$ cat src/rtl/cfgs_pkg.sv
// Package: shared constants and the sequencer state type for the
// configuration image streamer. Assumes an 8-bit source memory.
package cfgs_pkg;

    localparam int HDR_LEN_BYTES = 4;   // length field size, big-endian
    localparam int PAYLOAD_OFS   = 16;  // first payload byte address
    localparam int PAD_BYTES     = 5;   // trailing zero bytes
    localparam int LEN_W         = 32;  // payload length width

    typedef enum logic [3:0] {
        S_IDLE,
        S_TRST,
        S_SETTLE,
        S_DUMMY,
        S_HDR_RD,
        S_HDR_CAP,
        S_LEN_CHK,
        S_PL_RD,
        S_PL_CAP,
        S_PL_WT,
        S_PAD_WT,
        S_CHECK,
        S_POST
    } st_t;

    // Largest of three delay limits, used to size the shared counter.
    function automatic int max3(input int a, input int b, input int c);
        int m;
        m = (a > b) ? a : b;
        return (m > c) ? m : c;
    endfunction

endpackage

$ cat src/rtl/cfgs_delay.sv
// Module: cycle delay timer. While run is high it counts cycles and
// raises expired in the limit-th cycle. It restarts after expiry or
// when run drops, so back-to-back phases each get a full count.
// Assumes limit >= 1 whenever run is high.
module cfgs_delay #(
    parameter int CW = 4
) (
    input  logic          clk,
    input  logic          rst_n,
    input  logic          run,
    input  logic [CW-1:0] limit,
    output logic          expired
);
    logic [CW-1:0] cnt;

    // Expiry marks the last cycle of the current phase.
    assign expired = run && (cnt == limit - 1'b1);

    // Count cycles while the phase runs, restart on expiry or idle.
    always_ff @(posedge clk) begin
        if (!rst_n || !run || expired) begin
            cnt <= '0;
        end else begin
            cnt <= cnt + 1'b1;
        end
    end

    // The counter never passes the limit of the running phase.
    p_cnt_bound_r2: assert property (@(posedge clk) disable iff (!rst_n)
        run |-> (cnt < limit));

endmodule

$ cat src/rtl/cfgs_len_acc.sv
// Module: header length assembler. It shifts header bytes in from the
// right, so the first byte read ends up most significant (big-endian).
// Assumes clr comes before the first shift of a header.
module cfgs_len_acc #(
    parameter int W = 32
) (
    input  logic         clk,
    input  logic         rst_n,
    input  logic         clr,
    input  logic         shift,
    input  logic [7:0]   byte_in,
    output logic [W-1:0] len
);
    // Clear at start of load, then accumulate one byte per shift.
    always_ff @(posedge clk) begin
        if (!rst_n || clr) begin
            len <= '0;
        end else if (shift) begin
            len <= {len[W-9:0], byte_in};
        end
    end

    // The newest byte lands in the low byte of the length.
    p_len_shift_r4: assert property (@(posedge clk) disable iff (!rst_n)
        shift && !clr |=> len[7:0] == $past(byte_in));

endmodule

$ cat src/rtl/cfgs_byte_port.sv
// Module: output register for the byte-wide configuration port. load
// places a byte and raises valid. The byte is held until the target
// accepts it with ready. A load in the same cycle as an accept chains
// the next byte with no gap.
module cfgs_byte_port (
    input  logic       clk,
    input  logic       rst_n,
    input  logic       load,
    input  logic [7:0] load_data,
    input  logic       ready,
    output logic       valid,
    output logic [7:0] data,
    output logic       xfer
);
    assign xfer = valid && ready;

    // Hold the offered byte until it is accepted.
    always_ff @(posedge clk) begin
        if (!rst_n) begin
            valid <= 1'b0;
            data  <= 8'h00;
        end else if (load) begin
            valid <= 1'b1;
            data  <= load_data;
        end else if (xfer) begin
            valid <= 1'b0;
        end
    end

    // An offered byte stays unchanged until it is accepted.
    p_hold_r6: assert property (@(posedge clk) disable iff (!rst_n)
        valid && !ready |=> valid && $stable(data));

    // A new byte never overwrites one that is still waiting.
    p_no_clobber_r6: assert property (@(posedge clk) disable iff (!rst_n)
        load |-> (!valid || ready));

endmodule

$ cat src/rtl/cfg_image_streamer.sv
// Module: configuration image streamer top. It sequences reset strobe,
// settle wait, lead-in byte, header read, payload stream, trailer bytes,
// error check and post-settle wait. Assumes the source memory returns
// data one cycle after mem_rd, and AW >= 5 so the payload offset fits.
module cfg_image_streamer
    import cfgs_pkg::*;
#(
    parameter int AW            = 16,
    parameter int RST_CYCLES    = 4,
    parameter int SETTLE_CYCLES = 8,
    parameter int POST_CYCLES   = 8
) (
    input  logic          clk,
    input  logic          rst_n,
    input  logic          start,
    output logic          busy,
    output logic          done,
    output logic          fail,
    output logic          irq_en,
    output logic          tgt_reset,
    output logic          mem_rd,
    output logic [AW-1:0] mem_addr,
    input  logic [7:0]    mem_rdata,
    output logic          cfg_valid,
    output logic [7:0]    cfg_data,
    input  logic          cfg_ready,
    input  logic          cfg_err
);
    localparam int MAXD = max3(RST_CYCLES, SETTLE_CYCLES, POST_CYCLES);
    localparam int CW   = $clog2(MAXD + 1);
    localparam int HW   = $clog2(HDR_LEN_BYTES);
    localparam int PW   = $clog2(PAD_BYTES);

    st_t              st, nxt;
    logic [HW-1:0]    hidx;
    logic [LEN_W-1:0] pidx;
    logic [PW-1:0]    pad_cnt;
    logic [LEN_W-1:0] len;
    logic             done_q, fail_q, irq_q;

    logic             tmr_run, tmr_exp;
    logic [CW-1:0]    tmr_lim;
    logic             port_load, xfer;
    logic             len_clr, len_shift;

    // Shared cycle timer for the three wait phases.
    cfgs_delay #(.CW(CW)) u_delay (
        .clk     (clk),
        .rst_n   (rst_n),
        .run     (tmr_run),
        .limit   (tmr_lim),
        .expired (tmr_exp)
    );

    // Big-endian length assembled from the first header bytes.
    cfgs_len_acc #(.W(LEN_W)) u_len (
        .clk     (clk),
        .rst_n   (rst_n),
        .clr     (len_clr),
        .shift   (len_shift),
        .byte_in (mem_rdata),
        .len     (len)
    );

    // Port register; payload bytes come from memory, the rest are zero.
    cfgs_byte_port u_port (
        .clk       (clk),
        .rst_n     (rst_n),
        .load      (port_load),
        .load_data ((st == S_PL_CAP) ? mem_rdata : 8'h00),
        .ready     (cfg_ready),
        .valid     (cfg_valid),
        .data      (cfg_data),
        .xfer      (xfer)
    );

    // Next-state and per-state control strobes.
    always_comb begin
        nxt       = st;
        port_load = 1'b0;
        mem_rd    = 1'b0;
        len_clr   = 1'b0;
        len_shift = 1'b0;
        tmr_run   = 1'b0;
        tmr_lim   = CW'(1);
        unique case (st)
            S_IDLE: begin
                if (start) begin
                    len_clr = 1'b1;
                    nxt     = S_TRST;
                end
            end
            S_TRST: begin
                tmr_run = 1'b1;
                tmr_lim = CW'(RST_CYCLES);
                if (tmr_exp) nxt = S_SETTLE;
            end
            S_SETTLE: begin
                tmr_run = 1'b1;
                tmr_lim = CW'(SETTLE_CYCLES);
                if (tmr_exp) begin
                    port_load = 1'b1;
                    nxt       = S_DUMMY;
                end
            end
            S_DUMMY: begin
                if (xfer) nxt = S_HDR_RD;
            end
            S_HDR_RD: begin
                mem_rd = 1'b1;
                nxt    = S_HDR_CAP;
            end
            S_HDR_CAP: begin
                len_shift = 1'b1;
                nxt = (hidx == HW'(HDR_LEN_BYTES - 1)) ? S_LEN_CHK : S_HDR_RD;
            end
            S_LEN_CHK: begin
                if (len == '0) begin
                    port_load = 1'b1;
                    nxt       = S_PAD_WT;
                end else begin
                    nxt = S_PL_RD;
                end
            end
            S_PL_RD: begin
                mem_rd = 1'b1;
                nxt    = S_PL_CAP;
            end
            S_PL_CAP: begin
                port_load = 1'b1;
                nxt       = S_PL_WT;
            end
            S_PL_WT: begin
                if (xfer) begin
                    if (pidx == len - 1'b1) begin
                        port_load = 1'b1;
                        nxt       = S_PAD_WT;
                    end else begin
                        nxt = S_PL_RD;
                    end
                end
            end
            S_PAD_WT: begin
                if (xfer) begin
                    if (pad_cnt == PW'(PAD_BYTES - 1)) begin
                        nxt = S_CHECK;
                    end else begin
                        port_load = 1'b1;
                    end
                end
            end
            S_CHECK: begin
                nxt = cfg_err ? S_IDLE : S_POST;
            end
            S_POST: begin
                tmr_run = 1'b1;
                tmr_lim = CW'(POST_CYCLES);
                if (tmr_exp) nxt = S_IDLE;
            end
            default: nxt = S_IDLE;
        endcase
    end

    // State register.
    always_ff @(posedge clk) begin
        if (!rst_n) st <= S_IDLE;
        else        st <= nxt;
    end

    // Header, payload and trailer byte indices.
    always_ff @(posedge clk) begin
        if (!rst_n) begin
            hidx    <= '0;
            pidx    <= '0;
            pad_cnt <= '0;
        end else begin
            if (st == S_IDLE)    hidx <= '0;
            if (st == S_HDR_CAP) hidx <= hidx + 1'b1;
            if (st == S_LEN_CHK) pidx <= '0;
            if (st == S_PL_WT && xfer) pidx <= pidx + 1'b1;
            if (nxt == S_PAD_WT && st != S_PAD_WT) pad_cnt <= '0;
            else if (st == S_PAD_WT && xfer)       pad_cnt <= pad_cnt + 1'b1;
        end
    end

    // Result flags: cleared by a start, set at the end of a load.
    always_ff @(posedge clk) begin
        if (!rst_n) begin
            done_q <= 1'b0;
            fail_q <= 1'b0;
            irq_q  <= 1'b0;
        end else if (st == S_IDLE && start) begin
            done_q <= 1'b0;
            fail_q <= 1'b0;
            irq_q  <= 1'b0;
        end else if (st == S_CHECK && cfg_err) begin
            fail_q <= 1'b1;
        end else if (st == S_POST && tmr_exp) begin
            done_q <= 1'b1;
            irq_q  <= 1'b1;
        end
    end

    // Read address: header bytes from 0, payload from the fixed offset.
    always_comb begin
        if (st == S_PL_RD) mem_addr = pidx[AW-1:0] + AW'(PAYLOAD_OFS);
        else               mem_addr = AW'(hidx);
    end

    assign busy      = (st != S_IDLE);
    assign tgt_reset = (st == S_TRST);
    assign done      = done_q;
    assign fail      = fail_q;
    assign irq_en    = irq_q;

    // One read outstanding at a time.
    p_rd_pulse_r11: assert property (@(posedge clk) disable iff (!rst_n)
        mem_rd |=> !mem_rd);

    // Nothing is read or offered while the target is held in reset.
    p_quiet_reset_r2: assert property (@(posedge clk) disable iff (!rst_n)
        tgt_reset |-> !cfg_valid && !mem_rd);

    // Success and failure never coexist.
    p_excl_r8: assert property (@(posedge clk) disable iff (!rst_n)
        done |-> !fail);

    // Interrupt enable only accompanies a successful load.
    p_irq_done_r9: assert property (@(posedge clk) disable iff (!rst_n)
        irq_en |-> done);

    // Result flags stay put while idle without a start.
    p_flag_hold_r9: assert property (@(posedge clk) disable iff (!rst_n)
        !busy && !start |=> $stable(done) && $stable(fail));

    // A start pulse seen while busy does not restart the reset strobe.
    p_no_restart_r10: assert property (@(posedge clk) disable iff (!rst_n)
        busy && !tgt_reset |=> !$rose(tgt_reset));

endmodule

$ cat config.mk
export PLATFORM = sky130hd
export DESIGN_NAME = cfg_image_streamer
export DESIGN_NICKNAME = d
export VERILOG_FILES = /design/src/rtl/cfgs_pkg.sv /design/src/rtl/cfgs_delay.sv /design/src/rtl/cfgs_len_acc.sv /design/src/rtl/cfgs_byte_port.sv /design/src/rtl/cfg_image_streamer.sv
export SDC_FILE = /design/constraint.sdc
export NUM_CORES = 1
export LEC_CHECK = 0
export ABC_AREA = 1
export CORE_MARGIN = 5
export CORE_UTILIZATION = 55
export DETAILED_ROUTE_END_ITERATION = 7
export GPL_TIMING_DRIVEN = 0
export PLACE_DENSITY_LB_ADDON = 0.05
export SYNTH_ARGS = -nofsm -noshare
export SYNTH_HDL_FRONTEND = slang
export SYNTH_SLANG_ARGS = --single-unit
$ cat constraint.sdc
create_clock -name clk -period 2.5 [get_ports clk]
set_input_delay 0.625 -clock clk [delete_from_list [all_inputs] [get_ports clk]]
set_output_delay 0.625 -clock clk [all_outputs]
set_load 0.02 [all_outputs]
==> results.py, run 1 <==
metrics = {
    "outcome": {
        "outcome": "completed",
    },
    "sta": {
        "post-route-period-util_pct": 98.07,
        "tightest_slew_ns": 0.7807,
        "hold_ws_ns": 0.4783,
        "final.setup_skew_ns": 0.01141,
        "slew_viol_final": 0,
        "relSlewSlack_pct": 47.76,
        "rsz0062_at_grt": "true",
        "hold_violations": 0,
        "setup_viol": 0,
        "fmax_mhz": 407.9,
        "fin_crit_ns": 2.452,
    },
    "detailed_routing": {
        "ant_nets": 0,
        "vias": 6114,
        "wl_um": 17470,
        "drtIter0Drc": 577,
        "firstDrtPassIters": 5,
        "vias_per_cell": 5.503,
        "drc_errors": 0,
        "routedWlPerCell_um": 15.73,
    },
    "final_layout": {
        "fin_cells": 1111,
        "stdcell_area_um2": 6930,
        "final_net_count": 990,
        "mostFrequentLayoutCell": "nand2_1",
        "post-route-util_pct": 67.13,
        "antennaDiodeCount": 0,
        "final_cell_mix": "nand2_1, nor2_1, inv_1",
        "syn2layout_area_growth_pct": 19.35,
        "drive_gt1_share_pct": 18.46,
    },
    "min_path": {
        "hold_path_class": "flop to flop",
        "hold_depth": 2,
        "min_delay_worst_endpoint": "u_port.data[6]",
        "hold_start": "u_port.data[6]",
    },
    "worst_setup_path": {
        "r2r_end": "u_port.data[2]",
        "start_kind": "flop",
        "crit_path_frequent_cell": "nand2_2",
        "r2r-start": "u_len.len[0]",
        "worstPathCellList": "buf_6 -> nand2_2 -> nor2_4 -> nand2_2 -> nor3b_2 -> o21ai_0 -> a21oi_1 -> buf_4",
        "critPathRequiredTime_ns": 1.88,
        "path_max_fanout": 7,
        "crit_family": "simple AND/OR/NAND/NOR gates",
        "end_kind": "output pin",
        "critical_path_buf_inv_count": 2,
        "cpPeakStageDelay_ns": 0.34,
        "critical_path_class": "flop to output pin",
        "reg2regPathDepth": 18,
        "rrSetupSlack_ns": 0.18,
        "arrival_ns": 1.83,
        "critPathSlowestCell": "dfxtp_1",
    },
    "pwr": {
        "ir_drop_uv": 285.3,
        "p_per_area_nw_per_um2": 348.2,
        "power_mw": 2.413,
        "leakage_nw": 2.971,
    },
    "cts": {
        "ctsLongestPathBuffers": 2,
        "cts_hold_buf": 0,
        "cts_root_buf": "clkbuf_8",
        "clk_pin_slew_ns": 0.09,
        "h-tree-depth": 3,
        "clk-insertion-delay-late_ns": 0.38,
        "cts_tree": "built",
        "clock_sinks": 88,
        "cts_buffers": 9,
    },
    "synthesis": {
        "netlist_area_um2": 5807,
        "syn-num-nets": 920,
        "syn_avg_cell_area_um2": 6.452,
        "synth.distinct_cells": 47,
        "synth_cells": 900,
        "ys_async_sr_fraction_pct": 0,
        "synth_top_area_share_pct": 30.34,
        "ys_warn_count": 0,
        "synthFlopType": "dfxtp_1",
        "ys_ff_latch": 88,
        "synth-seq-area-share_pct": 30.34,
        "synth-edff-count": 0,
        "synthTopCellsByArea": "dfxtp_1, nand2_1, nor2_1",
        "synth_area_leader_cell": "dfxtp_1",
    },
    "grt": {
        "grt_antenna_before_repair": 0,
        "gr-total-overflow": 0,
        "grt_pass1_wl_um": 28430,
        "grt_use_total_pct": 27.51,
        "grt_max_degree": 16,
        "grt_pass1_vias": 5880,
    },
    "floorplanning": {
        "start_util_pct": 56.25,
        "rows": 37,
        "fp.dieH_um": 112.8,
        "core_region_area_um2": 10320,
        "die_w_um": 112.8,
        "die_area_um2": 12710,
        "pin_count": 44,
    },
    "place": {
        "hpwlAfterDp_um": 13050,
        "placed_cells": 1079,
        "place.port_buffers": 43,
        "dpl_cell_area_um2": 6407,
        "place_congestion": 1.024,
    },
    "run": {
        "max_cap_viol_count": 0,
    },
}
==> registers in the layout, summed over array words and instances (netlist names) <==
register	flops
u_delay.cnt	4
u_port.valid	1
fail	1
u_len.len	32
hidx	2
st	4
u_port.data	8
pidx	32
pad_cnt	3
irq_en	1
==> metrics by stage <==
step	TNS (ns)	setup WS (ns)
2_1_floorplan	0	0.1937
3_3_place_gp	-6.335	-0.5096
3_5_place_dp	-7.094	-0.4871
4_1_cts	-0.04846	-0.03931
5_1_grt	-0.06779	-0.03770
6_report	0	0.04816
==> kinds of logic (layout without fill, tap and decap cells) <==
family          Yosys count  after routing  synth area share, %
compound gates          144            144                14.46
xor+xnor                 33             33                4.977
fa+ha+maj                 7              7                1.508
buf+inv                 125            199                8.576
flops                    88             88                30.34
simple gates            503            504                40.14
==> what timing repair did <==
item,in CTS,in global routing
cloned,0,1
pin swaps,3,16
endpoints found under the hold margin,0,0
resized for setup,72,71
endpoints found under the setup margin,32,38
buffers inserted,7,8
==> worst max-delay path by stage <==
| stage | start | slack (ns) | endpoint | cells after the start |
|---|---|---|---|---|
| 2_1_floorplan | st[2] | 0.19 | mem_addr[11] | 6 |
| 3_3_place_gp | st[2] | -0.51 | mem_addr[11] | 7 |
| 3_5_place_dp | st[2] | -0.49 | mem_addr[11] | 7 |
| 4_1_cts | st[2] | -0.04 | mem_addr[11] | 7 |
| 5_1_grt | pidx[6] | -0.04 | mem_addr[13] | 9 |
| 6_report | pidx[9] | 0.05 | mem_addr[14] | 8 |
==> cells in the mapped netlist (3+ instances only) <==
| library cell | count |
|---|---|
| nand2_1 | 261 |
| nor2_1 | 114 |
| dfxtp_1 | 88 |
| inv_1 | 86 |
| a21oi_1 | 69 |
| nand3_1 | 27 |
| o21ai_0 | 26 |
| xor2_1 | 23 |
| clkbuf_1 | 16 |
| nor2_2 | 15 |
| nand2_2 | 14 |
| nand4_1 | 14 |
| a211oi_1 | 11 |
| inv_2 | 10 |
| nand3_2 | 10 |
| nand3b_1 | 10 |
| nor3_1 | 10 |
| xnor2_1 | 10 |
| a21oi_2 | 8 |
| nor2_4 | 8 |
| o21ai_1 | 8 |
| ha_1 | 7 |
| nor4_1 | 7 |
| buf_2 | 6 |
| a22oi_1 | 4 |
| a31oi_1 | 4 |
| nor2_8 | 4 |
| buf_4 | 3 |
| o21bai_1 | 3 |
==> worst reg2reg max path: stages, from the launching register on <==
cell and delay [ns]:
dfxtp_4 0.37, inv_4 0.08, ha_4 0.18, nand2_8 0.08
nor2_8 0.18, buf_6 0.13, nand3_1 0.06, nand2_1 0.07
nand2_1 0.05, inv_1 0.06, nand3_2 0.06, nor2_2 0.12
nand2_1 0.07, nor2_2 0.11, nand2_2 0.13, nand2_4 0.16
nand2_2 0.12, nand3_2 0.10, a21oi_2 0.05
==> power breakdown <==
| group | leakage, nW | total [mW] | internal [mW] | switching, mW |
|---|---|---|---|---|
| logic | 2.17 | 0.0995 | 0.0348 | 0.0646 |
| registers | 0.719 | 1.40 | 1.40 | 0.00290 |
| clock network | 0.0789 | 0.914 | 0.364 | 0.549 |
| total | 2.97 | 2.41 | 1.80 | 0.617 |
==> metal layers <==
layer	global-route usage (%)	part of all wire, %
met5	0	0
met4	10.58	3.6
met3	4.866	5.5
met2	46.56	49
met1	34.86	42
==> layout make-up <==
class	instances	area [µm²]
repair buffers	58	519.2
clock buffers	10	127.6
multi-input cells	688	3764
fillers	930	3393
well taps	136	170.2
plain buffers	26	130.1
inverters	99	379.1
clock inverters	6	45.04
flip-flops and latches	88	1795
Note: power is estimated with default switching activity, not from simulation.
==> inputs of run 2 (changes only) <==
- SLEW_MARGIN: not set -> 20
==> results of run 2 <==
No change in the layout: final DEF, timing and power equal those of run 1.
==> inputs of run 3 (changes only) <==
==> constraint.sdc (replaced) <==
create_clock -name clk -period 2.5 [get_ports clk]
set_input_delay 0.625 -clock clk [delete_from_list [all_inputs] [get_ports clk]]
set_output_delay 0.625 -clock clk [all_outputs]
set_load 0.05 [all_outputs]
==> run 3 against run 2 <==
Sequential share of layout area rose by 0.27 points. Global-route usage fell by 1.1 points. Utilization fell by 0.74 points. Sequential power barely moved. Via count fell by 2.1%. Flip-flop and latch count did not move. Clock power rose by 5.8%. Setup slack improved by 0.022 ns. Power rose by 2.4%. First-iteration DRC count fell by 19%. Combinational power barely moved. Worst hold slack got worse by 0.012 ns. Critical endpoint is now mem_addr[3].
==> results.py, run 3 (synthesized netlist as in run 1, its figures left out) <==
metrics = {
    "detailed_routing": {
        "wl_um": 16720,
        "firstDrtPassIters": 5,
        "drt-met1-wl_um": 7557,
        "routedWlPerCell_um": 15.02,
        "vias_per_cell": 5.376,
        "ant_nets": 0,
        "routed.top_layer": "met4",
        "drtIter0Drc": 465,
        "vias": 5984,
        "drc_errors": 0,
        "wl_met3_um": 691,
        "dr_wl_met2_um": 7886,
    },
    "pwr": {
        "p_int_mw": 1.851,
        "combPwrFrac_pct": 4.2,
        "pwr-share-seq_pct": 56.7,
        "p_per_area_nw_per_um2": 360.5,
        "ir_drop_uv": 210.1,
        "switching_share_pct": 25.06,
        "leakage_nw": 2.975,
        "power_mw": 2.471,
        "p_clk_share_pct": 39.1,
        "p_sw_uw": 619.2,
    },
    "final_layout": {
        "post-route-util_pct": 66.39,
        "largest_registers": "pidx: 32 flops, u_len.len: 32 flops, u_port.data: 8 flops",
        "syn2layout_area_growth_pct": 18.03,
        "fill_cells": 967,
        "mostFrequentLayoutCell": "nand2_1",
        "fin_cells": 1113,
        "ff_latch_area_um2": 1794,
        "final_net_count": 992,
        "final_cell_mix": "nand2_1, nor2_1, inv_1",
        "antennaDiodeCount": 0,
        "multiInputGateArea_um2": 3675,
        "stdcell_area_um2": 6854,
        "drive_gt1_share_pct": 17.91,
    },
    "grt": {
        "grt_antenna_before_repair": 0,
        "gr-total-overflow": 0,
        "grt_use_total_pct": 26.42,
        "grt_pass1_wl_um": 27510,
        "grt_max_degree": 16,
        "grt_pass1_vias": 5779,
    },
    "min_path": {
        "hold_path_class": "flop to flop",
        "min_delay_worst_endpoint": "fail",
        "hold_start": "fail",
        "hold_depth": 2,
    },
    "worst_setup_path": {
        "r2r-start": "u_len.len[15]",
        "worstPathCellList": "inv_2 -> nor2_1 -> inv_2 -> nor2_4 -> buf_4 -> clkinv_4 -> nor2_1 -> buf_2",
        "start_kind": "flop",
        "end_kind": "output pin",
        "cpPeakStageDelay_ns": 0.39,
        "crit_family": "buffers and inverters",
        "critical_path_class": "flop to output pin",
        "rrSetupSlack_ns": 0.16,
        "path_max_fanout": 10,
        "r2r_end": "u_port.data[6]",
        "critPathSlowestCell": "dfxtp_4",
        "critical_path_buf_inv_count": 5,
        "arrival_ns": 1.80,
        "reg2regPathDepth": 16,
        "critPathRequiredTime_ns": 1.88,
    },
    "sta": {
        "fmax_mhz": 411.6,
        "post-route-period-util_pct": 97.18,
        "setup_tns_ns": 0,
        "hold_ws_ns": 0.4667,
        "setup_ws_ns": 0.07048,
        "hold_violations": 0,
        "relSlewSlack_pct": 45.95,
        "tightest_slew_ns": 0.8077,
        "fin_crit_ns": 2.430,
        "final.setup_skew_ns": 0.009290,
        "rsz0062_at_grt": "true",
        "setup_viol": 0,
        "slew_viol_final": 0,
    },
    "cts": {
        "clk_pin_slew_ns": 0.09,
        "cts_hold_buf": 0,
        "h-tree-depth": 3,
        "cts_buffers": 9,
        "clock_sinks": 88,
        "cts_root_buf": "clkbuf_8",
        "ctsLongestPathBuffers": 2,
        "clk-insertion-delay-late_ns": 0.37,
        "cts_tree": "built",
    },
    "run": {
        "max_cap_viol_count": 0,
    },
    "place": {
        "dpl_cell_area_um2": 6416,
        "place.port_buffers": 43,
        "placed_cells": 1079,
        "pre_cts_slack_ns": -0.7174,
        "place_congestion": 1.014,
        "hpwlAfterDp_um": 12840,
    },
    "floorplanning": {
        "core_region_area_um2": 10320,
        "fp.dieH_um": 112.8,
        "pin_count": 44,
        "start_util_pct": 56.25,
        "die_w_um": 112.8,
        "rows": 37,
        "die_area_um2": 12710,
    },
    "outcome": {
        "outcome": "completed",
    },
}
run 3: cell count changes in the layout (fill, tap and decap cells not counted), sizes merged:
cell / before / now
dlymetal6s2s: 3 / 0
dlygate4sd2: 1 / 3
clkdlybuf4s15: 4 / 0
inv: 99 / 98
nand2: 278 / 277
clkinvlp: 3 / 1
buf: 33 / 41
clkinv: 3 / 5
clkbuf: 29 / 30
run 3: power groups by stage:
stage	Combinational, mW	Clock (mW)	Sequential, mW
floorplan	0.0560	0	1.44
global placement	0.103	0	1.44
detailed placement	0.103	0	1.44
CTS	0.102	0.982	1.40
global route	0.112	1.05	1.40
finish	0.103	0.967	1.40
run 3: tightest hold or removal path: stages (launching register included):
cell,delay [ns]
dfxtp_1,0.33
inv_1,0.05
a21oi_1,0.05
run 3: repair_timing:
action | in CTS | in global routing
setup buffers | 9 | 9
setup endpoints to repair | 31 | 32
pin swaps | 4 | 7
resized for setup | 117 | 47
cloned | 0 | 0
run 3: worst max-delay path by stage:
stage / startpoint / end / slack [ns] / depth (start not counted)
6_report: st[2] / mem_addr[3] / 0.07 / 8
5_1_grt: pidx[4] / mem_addr[14] / -0.03 / 8
4_1_cts: u_len.len[0] / u_port.data[6] / 0.0003 / 17
3_5_place_dp: st[2] / mem_addr[1] / -0.72 / 7
3_3_place_gp: st[2] / mem_addr[1] / -0.69 / 7
2_1_floorplan: st[2] / mem_addr[0] / -0.36 / 6
run 3: metal layers:
metal / track usage, % / vias to the layer above
li1: - / 3045
met1: 33.25 / 2722
met2: 45.66 / 171
met3: 3.048 / 46
met4: 11.22 / 0
met5: 0 / -
run 3: cell type report:
class | instances | area share [%]
well taps | 136 | 2.483
clock buffers | 11 | 2.209
repair buffers | 61 | 7.539
clock inverters | 5 | 0.5659
multi-input cells | 687 | 53.61
flip-flops and latches | 88 | 26.18
plain buffers | 26 | 1.880
inverters | 99 | 5.531
